### config.mk
export PLATFORM = sky130hd
export DESIGN_NAME = sym_pwm_chan
export DESIGN_NICKNAME = d
export VERILOG_FILES = /design/src/rtl/pwm_pkg.sv /design/src/rtl/pwm_regs.sv /design/src/rtl/pwm_counter.sv /design/src/rtl/pwm_shaper.sv /design/src/rtl/sym_pwm_chan.sv
export SDC_FILE = /design/constraint.sdc
export NUM_CORES = 1
export LEC_CHECK = 0
export ABC_AREA = 1
export BUFFER_PORTS_ARGS = -buffer_cell sky130_fd_sc_hd__buf_2
export CAP_MARGIN = 20
export CORE_MARGIN = 2
export CORE_UTILIZATION = 35
export DETAILED_ROUTE_END_ITERATION = 8
export HOLD_SLACK_MARGIN = 0.15
export REMOVE_ABC_BUFFERS = 1
export SETUP_SLACK_MARGIN = 0.05
export SYNTH_ARGS = -nofsm -noshare
export SYNTH_HDL_FRONTEND = slang
export SYNTH_SLANG_ARGS = --single-unit
### constraint.sdc
create_clock -name clk -period 3.45 [get_ports clk]
set_input_delay 0.345 -clock clk [delete_from_list [all_inputs] [get_ports clk]]
set_output_delay 0.345 -clock clk [all_outputs]
set_load 0.01 [all_outputs]
### src/rtl/pwm_pkg.sv
package pwm_pkg;
  typedef enum logic {
    DIR_UP   = 1'b0,
    DIR_DOWN = 1'b1
  } dir_e;
endpackage

### src/rtl/pwm_regs.sv
module pwm_regs #(
  parameter int W = 8
) (
  input  logic         clk,
  input  logic         rst,
  input  logic         en,
  input  logic         reload,
  input  logic         per_wr,
  input  logic [W-1:0] per_in,
  input  logic         duty_wr,
  input  logic [W-1:0] duty_in,
  output logic [W-1:0] act_per,
  output logic [W-1:0] act_duty,
  output logic [W-1:0] nxt_per,
  output logic [W-1:0] nxt_duty
);
  logic [W-1:0] hold_per, hold_duty;

  always_comb begin
    nxt_per  = act_per;
    nxt_duty = act_duty;
    if (!en) begin
      if (per_wr)  nxt_per  = per_in;
      if (duty_wr) nxt_duty = duty_in;
    end else if (reload) begin
      nxt_per  = hold_per;
      nxt_duty = hold_duty;
    end
  end

  always_ff @(posedge clk) begin
    if (rst) begin
      hold_per  <= '0;
      hold_duty <= '0;
      act_per   <= '0;
      act_duty  <= '0;
    end else begin
      if (per_wr)  hold_per  <= per_in;
      if (duty_wr) hold_duty <= duty_in;
      act_per  <= nxt_per;
      act_duty <= nxt_duty;
    end
  end


  active_hold_chk: assert property (@(posedge clk) disable iff (rst)
    (en && !reload) |=> ($stable(act_per) && $stable(act_duty)));
endmodule

### src/rtl/pwm_counter.sv
module pwm_counter
  import pwm_pkg::*;
#(
  parameter int W = 8
) (
  input  logic         clk,
  input  logic         rst,
  input  logic         en,
  input  logic         tick,
  input  logic         center,
  input  logic [W-1:0] act_per,
  output logic [W-1:0] nxt_cnt,
  output dir_e         nxt_dir,
  output logic         reload
);
  localparam logic [W-1:0] ONE = W'(1);

  logic [W-1:0] cnt_q;
  dir_e         dir_q;

  always_comb begin
    nxt_cnt = cnt_q;
    nxt_dir = dir_q;
    reload  = 1'b0;
    if (!en) begin
      nxt_cnt = '0;
      nxt_dir = DIR_UP;
    end else if (tick) begin
      if (act_per == '0) begin
        nxt_cnt = '0;
        nxt_dir = DIR_UP;
        reload  = 1'b1;
      end else if (!center) begin
        nxt_dir = DIR_UP;
        if (cnt_q >= act_per - ONE) begin
          nxt_cnt = '0;
          reload  = 1'b1;
        end else begin
          nxt_cnt = cnt_q + ONE;
        end
      end else begin
        nxt_cnt = (dir_q == DIR_DOWN) ? cnt_q - ONE : cnt_q + ONE;
        if (nxt_cnt == '0) begin
          nxt_dir = DIR_UP;
          reload  = (dir_q == DIR_DOWN);
        end else if (dir_q == DIR_UP && nxt_cnt >= act_per) begin
          nxt_dir = DIR_DOWN;
        end
      end
    end
  end

  always_ff @(posedge clk) begin
    if (rst) begin
      cnt_q <= '0;
      dir_q <= DIR_UP;
    end else begin
      cnt_q <= nxt_cnt;
      dir_q <= nxt_dir;
    end
  end


  dir_at_zero_chk: assert property (@(posedge clk) disable iff (rst)
    (cnt_q == '0) |-> (dir_q == DIR_UP));


  cnt_bound_chk: assert property (@(posedge clk) disable iff (rst)
    (en && act_per != '0) |-> (cnt_q <= act_per));
endmodule

### src/rtl/pwm_shaper.sv
module pwm_shaper
  import pwm_pkg::*;
#(
  parameter int W = 8
) (
  input  logic         clk,
  input  logic         rst,
  input  logic         en,
  input  logic         tick,
  input  logic         center,
  input  logic         pol,
  input  logic [W-1:0] nxt_cnt,
  input  dir_e         nxt_dir,
  input  logic [W-1:0] nxt_per,
  input  logic [W-1:0] nxt_duty,
  output logic         out_q
);
  logic active;

  always_comb begin
    if (nxt_per == '0)
      active = 1'b1;
    else if (center)
      active = (nxt_cnt < nxt_duty) ||
               (nxt_dir == DIR_DOWN && nxt_cnt == nxt_duty);
    else
      active = (nxt_cnt < nxt_duty);
  end

  always_ff @(posedge clk) begin
    if (rst)
      out_q <= 1'b0;
    else if (!en)
      out_q <= !pol;
    else
      out_q <= pol ? active : !active;
  end


  hold_no_tick_chk: assert property (@(posedge clk) disable iff (rst)
    (en && $past(en) && !tick && $stable(pol) && $stable(center)) |=> $stable(out_q));
endmodule

### src/rtl/sym_pwm_chan.sv
module sym_pwm_chan
  import pwm_pkg::*;
#(
  parameter int W = 8
) (
  input  logic         clk,
  input  logic         rst,
  input  logic         tick,
  input  logic         chan_en,
  input  logic         center_mode,
  input  logic         pol_high,
  input  logic         per_wr,
  input  logic [W-1:0] per_data,
  input  logic         duty_wr,
  input  logic [W-1:0] duty_data,
  output logic         pwm_out
);
  logic [W-1:0] act_per, act_duty, nxt_per, nxt_duty, nxt_cnt;
  dir_e         nxt_dir;
  logic         reload;

  pwm_regs #(.W(W)) u_regs (
    .clk(clk), .rst(rst), .en(chan_en), .reload(reload),
    .per_wr(per_wr), .per_in(per_data),
    .duty_wr(duty_wr), .duty_in(duty_data),
    .act_per(act_per), .act_duty(act_duty),
    .nxt_per(nxt_per), .nxt_duty(nxt_duty)
  );

  pwm_counter #(.W(W)) u_cnt (
    .clk(clk), .rst(rst), .en(chan_en), .tick(tick),
    .center(center_mode), .act_per(act_per),
    .nxt_cnt(nxt_cnt), .nxt_dir(nxt_dir), .reload(reload)
  );

  pwm_shaper #(.W(W)) u_shape (
    .clk(clk), .rst(rst), .en(chan_en), .tick(tick),
    .center(center_mode), .pol(pol_high),
    .nxt_cnt(nxt_cnt), .nxt_dir(nxt_dir),
    .nxt_per(nxt_per), .nxt_duty(nxt_duty),
    .out_q(pwm_out)
  );


  idle_level_chk: assert property (@(posedge clk) disable iff (rst)
    !chan_en |=> (pwm_out == !$past(pol_high)));
endmodule

After elaboration in Yosys (flattened, before gate mapping)
Index checks and enable logic that the tools add are counted.
{"block": "word_totals", "regBits": 42, "output_inout_bits": 1, "word_cells": 51}
{"block": "op_classes", "add_sub_neg": 3, "order_cmp": 3, "n_eq_ne": 1, "muxes": 28, "bitwise_logic": 1, "reduce_logical": 8}
{"operator": "8-bit 2-to-1 mux", "n": 12}
{"operator": "8-bit logical NOT", "n": 3}
{"operator": "8-bit greater-or-equal comparator", "n": 2}
{"operator": "1-bit 2-to-1 mux", "n": 16}
{"operator": "8-bit by 1-bit subtractor with 8-bit output (second input constant)", "n": 2}
{"operator": "8-bit by 1-bit adder with 8-bit output (second input constant)", "n": 1}
{"operator": "8-bit equality test", "n": 1}
{"operator": "8-bit < comparator", "n": 1}
{"operator": "1-bit logical AND", "n": 2}
{"operator": "1-bit logical NOT", "n": 2}
{"operator": "1-bit logical OR", "n": 1}
{"operator": "1-bit inverter", "n": 1}

Longest topological paths before layout
{"block": "depth", "word_depth": 18, "ltp_mapped": 29}

Hierarchy
A second synthesis with hierarchy kept.
{"block": "unflattened", "hier_cells": 528, "area_unflattened_um2": 3462.1}
{"mod": "pwm_regs", "n_inst": 1, "cells_each": 225, "area_each_um2": 1689.1}
{"mod": "pwm_counter", "n_inst": 1, "cells_each": 249, "area_each_um2": 1462.7}
{"mod": "pwm_shaper", "n_inst": 1, "cells_each": 54, "area_each_um2": 310.3}

Worst setup path before layout
Ideal clock, no wire load.
{"block": "synth_timing", "path_type": "flip-flop to flip-flop", "start": "reg u_regs.act_per[0]", "end": "reg u_shape.out_q", "setup_time_ps": 113, "arrival_time_ps": 3386, "path_slack_ps": -49, "stages_incl_launch_ff": 28, "period_less_slack_ps": 3499, "path_cell_list": "dfxtp_1 inv_1 ha_1 nand2_1 xor2_1 inv_1 ha_1 nand2_1 nor2_1 a211oi_1 nand3_1 nand2_1 nand3_4 nand2_4 inv_2 o31ai_1 nor2_1 ha_1 inv_1 nor2_1 nor2_1 o21a_1 o221ai_1 nand2_1 inv_1 nand2_2 a21oi_2 nor2_1"}
{"block": "synth_via", "elab_chain_len": 17, "elab_cells_between_ends": 36}
{"item": "start, declared", "line_no": "pwm_regs.sv:12", "rtl": "output logic [W-1:0] act_per,"}
{"item": "start signal, assigned", "line_no": "pwm_regs.sv:40", "rtl": "act_per <= nxt_per;"}
{"item": "branches (longest 13 deep; another with 8-bit by 1-bit subtractor with 8-bit output)"}
{"item": "1-bit 2-to-1 mux (*)", "line_no": "pwm_shaper.sv:21", "rtl": "if (nxt_per == '0)"}
{"item": "1-bit logical NOT", "line_no": "pwm_shaper.sv:36", "rtl": "out_q <= pol ? active : !active;"}
{"item": "1-bit 2-to-1 mux (*)", "line_no": "pwm_shaper.sv:36"}
{"item": "1-bit 2-to-1 mux (*)", "line_no": "pwm_shaper.sv:33", "rtl": "else if (!en)"}
{"item": "end signal, assigned", "line_no": "pwm_shaper.sv:34", "rtl": "out_q <= !pol;"}
{"item": "end signal, assigned", "line_no": "pwm_shaper.sv:36"}
{"item": "end, declared", "line_no": "pwm_shaper.sv:16", "rtl": "output logic out_q"}
Mark *: on every way between the ends.
A chain may end at the register's enable or synchronous reset.

Worst setup path in the final report
{"block": "layout_timing", "start": "reg u_regs.act_per[1]", "end": "reg u_shape.out_q"}
Same word-level chain as after synthesis.

==> Implementation_results.wiki <==
{| class="wikitable"
! Metric !! Value
|-
| Arrival time of data at the critical path endpoint || 3.91 ns
|-
| Achievable clock frequency || 270 MHz
|-
| Antenna fix cells || 0
|-
| Skew final || 0.00754 ns
|-
| Layer carrying the most global-route usage || met2
|-
| Height of the die || 101 um
|-
| Htree depth || 2
|-
| Met1 GRT Util || 24.6%
|-
| Number of buffers added on ports || 24
|-
| Critical path required time || 3.65 ns
|-
| Largest net degree at the start of global routing || 38
|-
| Total of warnings raised by yosys || 0
|-
| Routability cong. || 0.940
|-
| Final clock period utilization by the worst path || 107%
|-
| RSZ-0062 raised after global routing || true
|-
| Crit path max-delay cell type || sky130_fd_sc_hd__dfxtp_2
|-
| Result of the run || complete, but fails checks
|-
| Register area || 843 um2
|-
| Cell count of the worst reg-to-reg path || 29
|-
| Dominant register cell in the synthesized netlist || sky130_fd_sc_hd__dfxtp_1
|-
| Layout-stage area growth over the synthesis result || 25.9%
|-
| Total congestion overflow after global routing || 0
|-
| Fin Setup TNS || -0.466 ns
|-
| Fraction of layout instances using a drive strength above 1 || 26.5%
|-
| Fin crit period || 3.71 ns
|-
| Number of buffers added to fix hold violations after cts || 0
|-
| Final Hold Violating Endpoints || 0
|-
| Number of antenna-violating nets in the routed design || 0
|-
| Effective utilization at floorplan || 35.8%
|-
| Critical path launch point type || flip-flop
|-
| Number of max-slew violations in the final report || 0
|-
| Synthesized netlist cell count || 508
|-
| Via density per instance || 5.07
|-
| Number of CTS-inserted buffers || 5
|-
| DP HPWL || 7040 um
|-
| Clock slew at reported path FFs || 0.08 ns
|-
| Most common library cell in the layout ignoring fill and taps || sky130_fd_sc_hd__nand2_1
|-
| Fraction of synthesis flops using an asynchronous set or reset pin || 0%
|-
| Post-route non-filler standard cell count || 688
|-
| Worst Hold Margin || 0.305 ns
|-
| Critical path class || flip-flop to flip-flop
|-
| Wire length of the first global-routing pass || 16100 um
|-
| Routed Wire Length || 9710 um
|-
| Maximum buffer depth of the clock tree || 2
|-
| Row Count || 35
|-
| Final setup violating endpoints || 2
|-
| Total number of vias || 3486
|-
| Via count of the first global-routing pass || 3446
|-
| Most frequent cells in the layout || sky130_fd_sc_hd__nand2_1, sky130_fd_sc_hd__inv_1, sky130_fd_sc_hd__buf_4, sky130_fd_sc_hd__nor2_1, sky130_fd_sc_hd__dfxtp_1
|-
| Min-Delay Path Depth || 3
|-
| I/O pins || 25
|-
| Post-Syn Area || 3270 um2
|-
| Number of design-rule violations left by the first detailed-router iteration || 193
|-
| EDFF count, synth || 0
|-
| Worst Setup End Kind || flip-flop
|-
| Number of nets in the final layout || 628
|-
| Power density cells || 349 nW/um2
|-
| Critical Path Max Stage Delay || 0.34 ns
|-
| Die W || 101 um
|-
| Slew margin rel. || 53.1%
|-
| Count of unique library cells instantiated by Yosys || 38
|-
| Worst min-delay path class || primary input to flip-flop
|-
| Synthesis-stage register bit count || 42
|-
| Average detailed-routed wire length per instance || 14.1 um
|-
| Max-Cap Viols || 0
|-
| Clock latency on the worst-skew pair || 0.30 ns
|-
| Transition time at the pin with the least slew margin || 0.703 ns
|-
| Utilization after layout || 45.0%
|-
| IR Drop Worst-Case VDD || 0.225 mV
|-
| Per-instance average area after synthesis || 6.45 um2
|-
| Met3 layer usage reported by global route || 2.08%
|-
| CTS Sinks || 42
|-
| Die area || 10100 um2
|-
| Iteration count of the initial detailed-routing pass || 5
|-
| Number of placed instances, taps included || 660
|-
| Overall Global Routing Usage || 19.6%
|-
| Worst-path fanout max || 6
|-
| Share of the yosys chip area belonging to registers || 25.7%
|-
| DRC violation count after routing || 0
|-
| Filler cell count in the final layout || 932
|-
| Final setup margin || -0.255 ns
|-
| GR Layer Usage met2 || 34.9%
|-
| Violated checks || negative setup slack
|-
| Area taken by multi-input logic gates || 2220 um2
|-
| Core Region || 9150 um2
|-
| CP most frequent cell || sky130_fd_sc_hd__nand2_1
|-
| Leakage Power || 2.03 nW
|-
| Clock tree from TritonCTS || done
|-
| Clock Tree Root || sky130_fd_sc_hd__clkbuf_8
|-
| Antenna violations before repair || 0
|}
per-layer routing:
metal / vias to the layer above / share of wire [%]
met4: 0 / 2.1
met1: 1596 / 46
met3: 17 / 4.5
li1: 1791 / -
met5: - / 0
met2: 82 / 48
flip-flops by register name, indices dropped and copies added, names as in the netlist:
name and count:
u_regs.act_per 8, u_regs.hold_duty 8, u_cnt.dir_q 1, u_regs.act_duty 8, u_regs.hold_per 8, u_cnt.cnt_q 8
u_shape.out_q 1
critical path, delay by kind of cell, from the launching register on:
| family | cells | cell delay, ns |
|---|---|---|
| AO/OA/AOI/OAI | 2 | 0.30 |
| XOR/XNOR | 1 | 0.15 |
| adder cells (fa/ha/maj) | 2 | 0.62 |
| buffers and inverters | 6 | 0.44 |
| flip-flops | 1 | 0.34 |
| AND/OR/NAND/NOR | 18 | 1.76 |
where the power goes:
part | switching, mW | leakage (nW) | internal (mW)
Combinational | 0.295 | 1.63 | 0.215
Sequential | 0.0235 | 0.346 | 0.513
Clock | 0.174 | 0.0524 | 0.217
Total | 0.493 | 2.03 | 0.945
timing repair:
action	in CTS	in global routing
gates cloned	0	0
pin swaps	19	28
setup buffers	17	3
setup endpoints to repair	1	2
gates resized for setup	25	20
layout make-up:
cell class / count / area share, %
Multi-Input combinational cell: 378 / 53.7
Sequential cell: 42 / 20.5
Timing Repair Buffer: 80 / 13.4
Inverter: 69 / 6.46
Tap cell: 111 / 3.37
Clock buffer: 7 / 1.85
Clock inverter: 1 / 0.728
path summary, 6_finish.rpt:
check                     startpoint            endpoint  slack [ns]
hold reg to reg   u_regs.hold_per[6]  u_regs.hold_per[6]        0.46
setup reg to reg   u_regs.act_per[1]       u_shape.out_q       -0.26
setup / recovery   u_regs.act_per[1]       u_shape.out_q       -0.26
hold / removal           per_data[3]  u_regs.hold_per[3]        0.30
synthesized netlist by cell type, types with 3 or more instances:
cell type | count | area (um2)
sky130_fd_sc_hd__a211oi_1 | 4 | 30.0
sky130_fd_sc_hd__a21oi_1 | 42 | 210
sky130_fd_sc_hd__a31oi_1 | 5 | 31.3
sky130_fd_sc_hd__clkbuf_1 | 11 | 41.3
sky130_fd_sc_hd__dfxtp_1 | 42 | 841
sky130_fd_sc_hd__ha_1 | 28 | 350
sky130_fd_sc_hd__inv_1 | 62 | 233
sky130_fd_sc_hd__inv_2 | 5 | 18.8
sky130_fd_sc_hd__nand2_1 | 121 | 454
sky130_fd_sc_hd__nand2_2 | 9 | 56.3
sky130_fd_sc_hd__nand3_1 | 30 | 150
sky130_fd_sc_hd__nand3_2 | 5 | 50.1
sky130_fd_sc_hd__nand4_1 | 6 | 37.5
sky130_fd_sc_hd__nor2_1 | 51 | 191
sky130_fd_sc_hd__nor2_2 | 6 | 37.5
sky130_fd_sc_hd__nor2_4 | 3 | 33.8
sky130_fd_sc_hd__nor3_1 | 10 | 50.1
sky130_fd_sc_hd__nor4_1 | 5 | 31.3
sky130_fd_sc_hd__o21ai_0 | 30 | 150
sky130_fd_sc_hd__o31ai_1 | 3 | 22.5
sky130_fd_sc_hd__xor2_1 | 5 | 43.8
logic make-up (layout without fill, tap and decap cells):
| group | after synthesis | in the layout | synth area share [%] |
|---|---|---|---|
| compound gates | 93 | 93 | 15.6 |
| xor+xnor | 7 | 7 | 1.87 |
| fa+ha+maj | 28 | 28 | 10.7 |
| buf+inv | 88 | 157 | 11.2 |
| flops | 42 | 42 | 25.7 |
| simple gates | 250 | 250 | 35.0 |
stage by stage:
step	worst slack, ns	power, mW	area [um2]
2_1_floorplan	-0.219	0.813	3170
3_3_place_gp	-0.153	0.967	3700
3_5_place_dp	-0.261	0.979	3700
4_1_cts	-0.174	1.41	4040
5_1_grt	-0.544	1.52	4120
6_report	-0.255	1.44	4120
(Power assumes the default switching activity.)
